File: config.mk
export PLATFORM = sky130hd
export DESIGN_NAME = sa_mm_ctrl
export DESIGN_NICKNAME = d
export VERILOG_FILES = /design/src/rtl/sa_mm_ctrl_pkg.sv /design/src/rtl/sa_mm_ctrl_fsm.sv /design/src/rtl/sa_mm_ctrl_strobe.sv /design/src/rtl/sa_mm_ctrl.sv
export SDC_FILE = /design/constraint.sdc
export NUM_CORES = 1
export LEC_CHECK = 0
export ABC_AREA = 1
export BUFFER_PORTS_ARGS = -buffer_cell sky130_fd_sc_hd__buf_2
export CORE_UTILIZATION = 49
export CTS_CLUSTER_DIAMETER = 50
export DETAILED_ROUTE_END_ITERATION = 8
export PLACE_DENSITY = 0.76
export SYNTH_ARGS = -nofsm -noshare
export SYNTH_HDL_FRONTEND = slang
export SYNTH_SLANG_ARGS = --single-unit
File: constraint.sdc
create_clock -name clk_i -period 1.62 [get_ports clk_i]
set_clock_uncertainty 0.15 [all_clocks]
set_input_delay 0.324 -clock clk_i [delete_from_list [all_inputs] [get_ports clk_i]]
set_output_delay 0.324 -clock clk_i [all_outputs]
set_load 0.03 [all_outputs]
File: src/rtl/sa_mm_ctrl_pkg.sv
package sa_mm_ctrl_pkg;

  typedef enum logic [3:0] {
    ST_IDLE  = 4'd0,
    ST_RECV  = 4'd1,
    ST_COUNT = 4'd2,
    ST_LOAD  = 4'd3,
    ST_FEED  = 4'd4,
    ST_PROC  = 4'd5,
    ST_DRAIN = 4'd6,
    ST_OUTLD = 4'd7,
    ST_XFER  = 4'd8,
    ST_STEP  = 4'd9
  } state_e;

  // transition events taken this cycle
  typedef struct packed {
    logic advance;
    logic feed_shift;
    logic capture;
    logic out_start;
    logic out_shift;
    logic finish;
  } event_t;

endpackage

File: src/rtl/sa_mm_ctrl_fsm.sv
module sa_mm_ctrl_fsm
  import sa_mm_ctrl_pkg::*;
(
  input  logic   clk_i,
  input  logic   rst_ni,
  input  logic   start_i,
  input  logic   in_xfer_i,
  input  logic   opnd_full_i,
  input  logic   res_valid_i,
  input  logic   pe_done_i,
  input  logic   out_xfer_i,
  input  logic   last_chunk_i,
  output state_e nxt_o,
  output event_t ev_o
);

  state_e cur_q, nxt;
  event_t ev;

  always_comb begin
    nxt = cur_q;
    ev  = '0;
    unique case (cur_q)
      ST_IDLE:  if (start_i) nxt = ST_RECV;
      ST_RECV:  if (in_xfer_i) nxt = ST_COUNT;
      ST_COUNT: nxt = opnd_full_i ? ST_FEED : ST_LOAD;
      ST_LOAD: begin
        nxt        = ST_RECV;
        ev.advance = 1'b1;
      end
      ST_FEED:  nxt = res_valid_i ? ST_DRAIN : ST_PROC;
      ST_PROC: begin
        if (pe_done_i) begin
          nxt           = ST_FEED;
          ev.feed_shift = 1'b1;
        end
      end
      ST_DRAIN: begin
        nxt        = ST_OUTLD;
        ev.capture = 1'b1;
      end
      ST_OUTLD: begin
        nxt          = ST_XFER;
        ev.out_start = 1'b1;
      end
      ST_XFER: begin
        if (out_xfer_i && last_chunk_i) begin
          nxt        = ST_IDLE;
          ev.finish  = 1'b1;
          ev.advance = 1'b1; // wrap index counters
        end else if (out_xfer_i) begin
          nxt          = ST_STEP;
          ev.out_shift = 1'b1;
        end
      end
      ST_STEP:  nxt = ST_XFER;
      default:  nxt = ST_IDLE;
    endcase
  end

  always_ff @(posedge clk_i or negedge rst_ni) begin
    if (!rst_ni) cur_q <= ST_IDLE;
    else         cur_q <= nxt;
  end

  assign nxt_o = nxt;
  assign ev_o  = ev;

endmodule

File: src/rtl/sa_mm_ctrl_strobe.sv
module sa_mm_ctrl_strobe
  import sa_mm_ctrl_pkg::*;
#(
  parameter int unsigned NUM_OUT = 10
) (
  input  logic               clk_i,
  input  logic               rst_ni,
  input  state_e             nxt_i,
  input  event_t             ev_i,
  output logic [NUM_OUT-1:0] out_o
);

  // bit order: in_ready, next_row, next_col, feed_load, feed_shift,
  //            buf_capture, out_load, out_valid, out_shift, mult_done
  logic [NUM_OUT-1:0] d, q;

  always_comb begin
    d = '0;
    d[9] = (nxt_i == ST_RECV);
    d[8] = ev_i.advance;
    d[7] = ev_i.advance;
    d[6] = (nxt_i == ST_FEED);
    d[5] = ev_i.feed_shift;
    d[4] = ev_i.capture;
    d[3] = ev_i.out_start;
    d[2] = (nxt_i == ST_XFER);
    d[1] = ev_i.out_shift;
    d[0] = ev_i.finish;
  end

  for (genvar g = 0; g < NUM_OUT; g++) begin : g_reg
    always_ff @(posedge clk_i or negedge rst_ni) begin
      if (!rst_ni) q[g] <= 1'b0;
      else         q[g] <= d[g];
    end
  end

  assign out_o = q;

endmodule

File: src/rtl/sa_mm_ctrl.sv
module sa_mm_ctrl
  import sa_mm_ctrl_pkg::*;
(
  input  logic clk_i,
  input  logic rst_ni,
  input  logic start_i,
  input  logic in_xfer_i,
  input  logic opnd_full_i,
  input  logic res_valid_i,
  input  logic pe_done_i,
  input  logic out_xfer_i,
  input  logic last_chunk_i,
  output logic in_ready_o,
  output logic next_row_o,
  output logic next_col_o,
  output logic feed_load_o,
  output logic feed_shift_o,
  output logic buf_capture_o,
  output logic out_load_o,
  output logic out_valid_o,
  output logic out_shift_o,
  output logic mult_done_o
);

  localparam int unsigned NumOut = 10;

  state_e              nxt;
  event_t              ev;
  logic [NumOut-1:0]   outs;

  sa_mm_ctrl_fsm u_fsm (
    .clk_i        (clk_i),
    .rst_ni       (rst_ni),
    .start_i      (start_i),
    .in_xfer_i    (in_xfer_i),
    .opnd_full_i  (opnd_full_i),
    .res_valid_i  (res_valid_i),
    .pe_done_i    (pe_done_i),
    .out_xfer_i   (out_xfer_i),
    .last_chunk_i (last_chunk_i),
    .nxt_o        (nxt),
    .ev_o         (ev)
  );

  sa_mm_ctrl_strobe #(.NUM_OUT(NumOut)) u_strobe (
    .clk_i  (clk_i),
    .rst_ni (rst_ni),
    .nxt_i  (nxt),
    .ev_i   (ev),
    .out_o  (outs)
  );

  assign {in_ready_o, next_row_o, next_col_o, feed_load_o, feed_shift_o,
          buf_capture_o, out_load_o, out_valid_o, out_shift_o, mult_done_o} = outs;

endmodule

==> impl_metrics.json <==
{
  "run_status": "complete, no violations",
  "clock_power_share_pct": 15.2,
  "clock_sink_count": 13,
  "drv.max_cap_violation_count": 0,
  "static-leakage-power_nw": 0.495,
  "arrival_time_reported_for_the_critical_path_endpoint_ps": 1470,
  "routabilityCongestion": 0.915,
  "die-area_um2": 1530,
  "grt_start_max_net_pins": 14,
  "worst_setup_path_end_kind": "flip-flop",
  "synth_edf_count": 0,
  "final_critical_period_ps": 1400,
  "routed_via_density": 5.00,
  "synth_async_sr_flop_share_pct": 100,
  "insertedDiodeCount": 0,
  "finalSetupViolations": 0,
  "period_share_pct": 86.4,
  "grt_setup_unrepaired": "false",
  "synth.area.top_cells": "dfrtp_1 (48%), inv_1 (8.3%), nand3_1 (7.4%)",
  "power_density_nw_per_um2": 1670,
  "postRouteAntennaNets": 0,
  "slowest_stage": "dfrtp_1",
  "effective_utilization_at_floorplan_pct": 52.6,
  "wire_per_inst_um": 11.3,
  "cts_post_setup_buffers_inserted": 0,
  "path_class": "reg2reg",
  "timing.critical_path.max_delay_family": "simple AND/OR/NAND/NOR gates",
  "syn_to_final_growth_pct": 20.4,
  "drive_above_1_share_pct": 41.2,
  "first_iter_violations": 24,
  "drt_first_pass_iters": 4,
  "postSynth.topFlopCell": "dfrtp_1",
  "antenna_violations_before_repair": 0,
  "clkTransAtPathRegs_ps": 80,
  "global_route_wire_length_before_repair_mm": 2.19,
  "fp.coreArea_um2": 1280,
  "routed_wirelength_mm": 1.33,
  "port_buffers": 18,
  "critPathMaxStageDelay_ps": 430,
  "die_x_um": 39.1,
  "vdd_ir_drop_max_mv": 0.865,
  "critical_path.cell_chain": "nor2_2 > nand3_1 > nand3_2 > nor2_4 > nand2_4 > inv_2 > nor2_2",
  "crit_top_cell": "nor2_2",
  "cts_root_buffer": "clkbuf_4",
  "crit_path_max_fanout": 6,
  "ys_types": 16,
  "synthesis.area_per_instance_um2": 8.45,
  "post_cts.resized_instances": 0,
  "tritoncts_clock_tree": "done",
  "final-max-slew-violation-count": 0,
  "clock_latency_ps": 280,
  "chipHeight_um": 39.1,
  "net_switching_power_w": 0.000639,
  "internal-power_w": 0.000715,
  "synthMostInstantiatedCell": "inv_1",
  "htree_levels": 1,
  "num_rows": 13,
  "synth.top_cells.by_count": "inv_1 (15), dfrtp_1 (13), nand2_1 (10), nand3_1 (10), nor2_2 (8)",
  "worst_pin_slew_ps": 295,
  "cts_inserted_buffers": 3,
  "combPwrFrac_pct": 50.1,
  "yosys_warnings": 0,
  "sw_frac_of_total_pct": 47.2,
  "number_of_flip_flops_and_latches_in_the_synthesized_netlist": 13,
  "remaining_design_rule_violation_count": 0,
  "io_pins": 19,
  "via_count": 585,
  "mappedNetlistArea_um2": 676,
  "power_w": 0.00135,
  "finalHoldViolations": 0,
  "synth_fp_nets": 89,
  "clockBufferDepth": 2,
  "grt_overflow": 0,
  "max_freq_ghz": 0.715,
  "yosysSeqAreaShare_pct": 48.1,
  "max-slew-margin-rel_pct": 80.3,
  "final.setup.tns_ps": 0,
  "synth_top_area_cell": "dfrtp_1",
  "crit_buf_inv": 1,
  "final_net_count": 112,
  "layout.core_utilization_pct": 63.3,
  "first_global_vias": 490,
  "synth_cells": 80,
  "critPathLaunchType": "flip-flop",
  "netlist.area_leader.share_pct": 48.1,
  "worst-endpoint-required_ps": 1690,
  "power.sequential.fraction_pct": 34.7,
  "min_path_type": "in2reg",
  "dp_hpwl_mm": 1.07,
  "global_route.usage.total_pct": 22.2,
  "worst_hold_slack_ps": 163
}
power groups by stage:
stage | Sequential [W] | Combinational [W] | Clock (W)
floorplan | 0.000536 | 0.000476 | 0
global placement | 0.000469 | 0.000666 | 0
detailed placement | 0.000474 | 0.000676 | 0
CTS | 0.000469 | 0.000681 | 0.000205
global route | 0.000481 | 0.000748 | 0.000218
finish | 0.000470 | 0.000679 | 0.000205
state kept, by name, indices dropped and copies added (netlist names):
signal          flops
u_strobe.out_o      9
u_fsm.cur_q         4
final timing paths:
| kind | from | to | slack [ps] | depth (start not counted) |
|---|---|---|---|---|
| setup reg to reg | u_fsm.cur_q[3] | u_strobe.out_o[9] | 220 | 7 |
| max in group asynchronous | rst_ni | u_strobe.out_o[2] | 790 | 2 |
| hold / removal | pe_done_i | u_strobe.out_o[5] | 160 | 3 |
| setup / recovery | u_fsm.cur_q[3] | u_strobe.out_o[9] | 220 | 7 |
| hold reg to reg | u_fsm.cur_q[2] | u_strobe.out_o[3] | 480 | 2 |
| min in group asynchronous | rst_ni | u_fsm.cur_q[1] | 300 | 2 |
per-layer routing:
| layer | wire, um | GRT usage [%] |
|---|---|---|
| met5 | 0 | 0 |
| met1 | 618 | 29.1 |
| met2 | 599 | 34.2 |
| met3 | 68 | 3.47 |
| met4 | 40 | 12.9 |
worst register-to-register path, cell delays in order, from the launching register on:
cell     delay (ps)
dfrtp_1         430
nor2_2          260
nand3_1         180
nand3_2         130
nor2_4           50
nand2_4          60
inv_2            30
nor2_2           60
per-stage QoR:
stage | setup slack, ps | instances | area (um^2)
final | 220 | 117 | 813
after global routing | 126 | 117 | 813
after CTS | 212 | 117 | 813
after detailed placement | 229 | 112 | 777
after global placement | 263 | 112 | 777
after floorplan | 371 | 80 | 676
final cells by class:
class	instances	area, um^2
Clock buffer	4	26.3
Tap cell	15	18.8
Multi-Input combinational cell	48	275
Timing Repair Buffer	19	100
Inverter	18	67.6
Sequential cell	13	325
Fill cell	111	472
timing repair:
item,4_1_cts,5_1_grt
endpoints found under the hold margin,13,0
endpoints found under the setup margin,0,0
hold buffers,1,0
cells in the final DEF (no fill, tap or decap):
cell / count
inv_2: 3
nor3_1: 2
nand3_1: 10
o31ai_1: 1
dlygate4sd3_1: 1
nor2_2: 8
nor2_4: 2
dfrtp_1: 13
clkbuf_4: 3
nand2_4: 1
clkbuf_1: 1
nand2_1: 10
nand3_2: 3
nand2_2: 4
nor2_1: 5
buf_2: 18
o21ai_0: 1
nand3b_1: 1
inv_1: 15
kinds of logic after synthesis:
family,count (synthesis),synth area share (%)
simple gates,46,38.9
compound gates,2,1.85
buf+inv,19,11.1
flops,13,48.1
No activity file was read; power rests on OpenSTA's default activity.
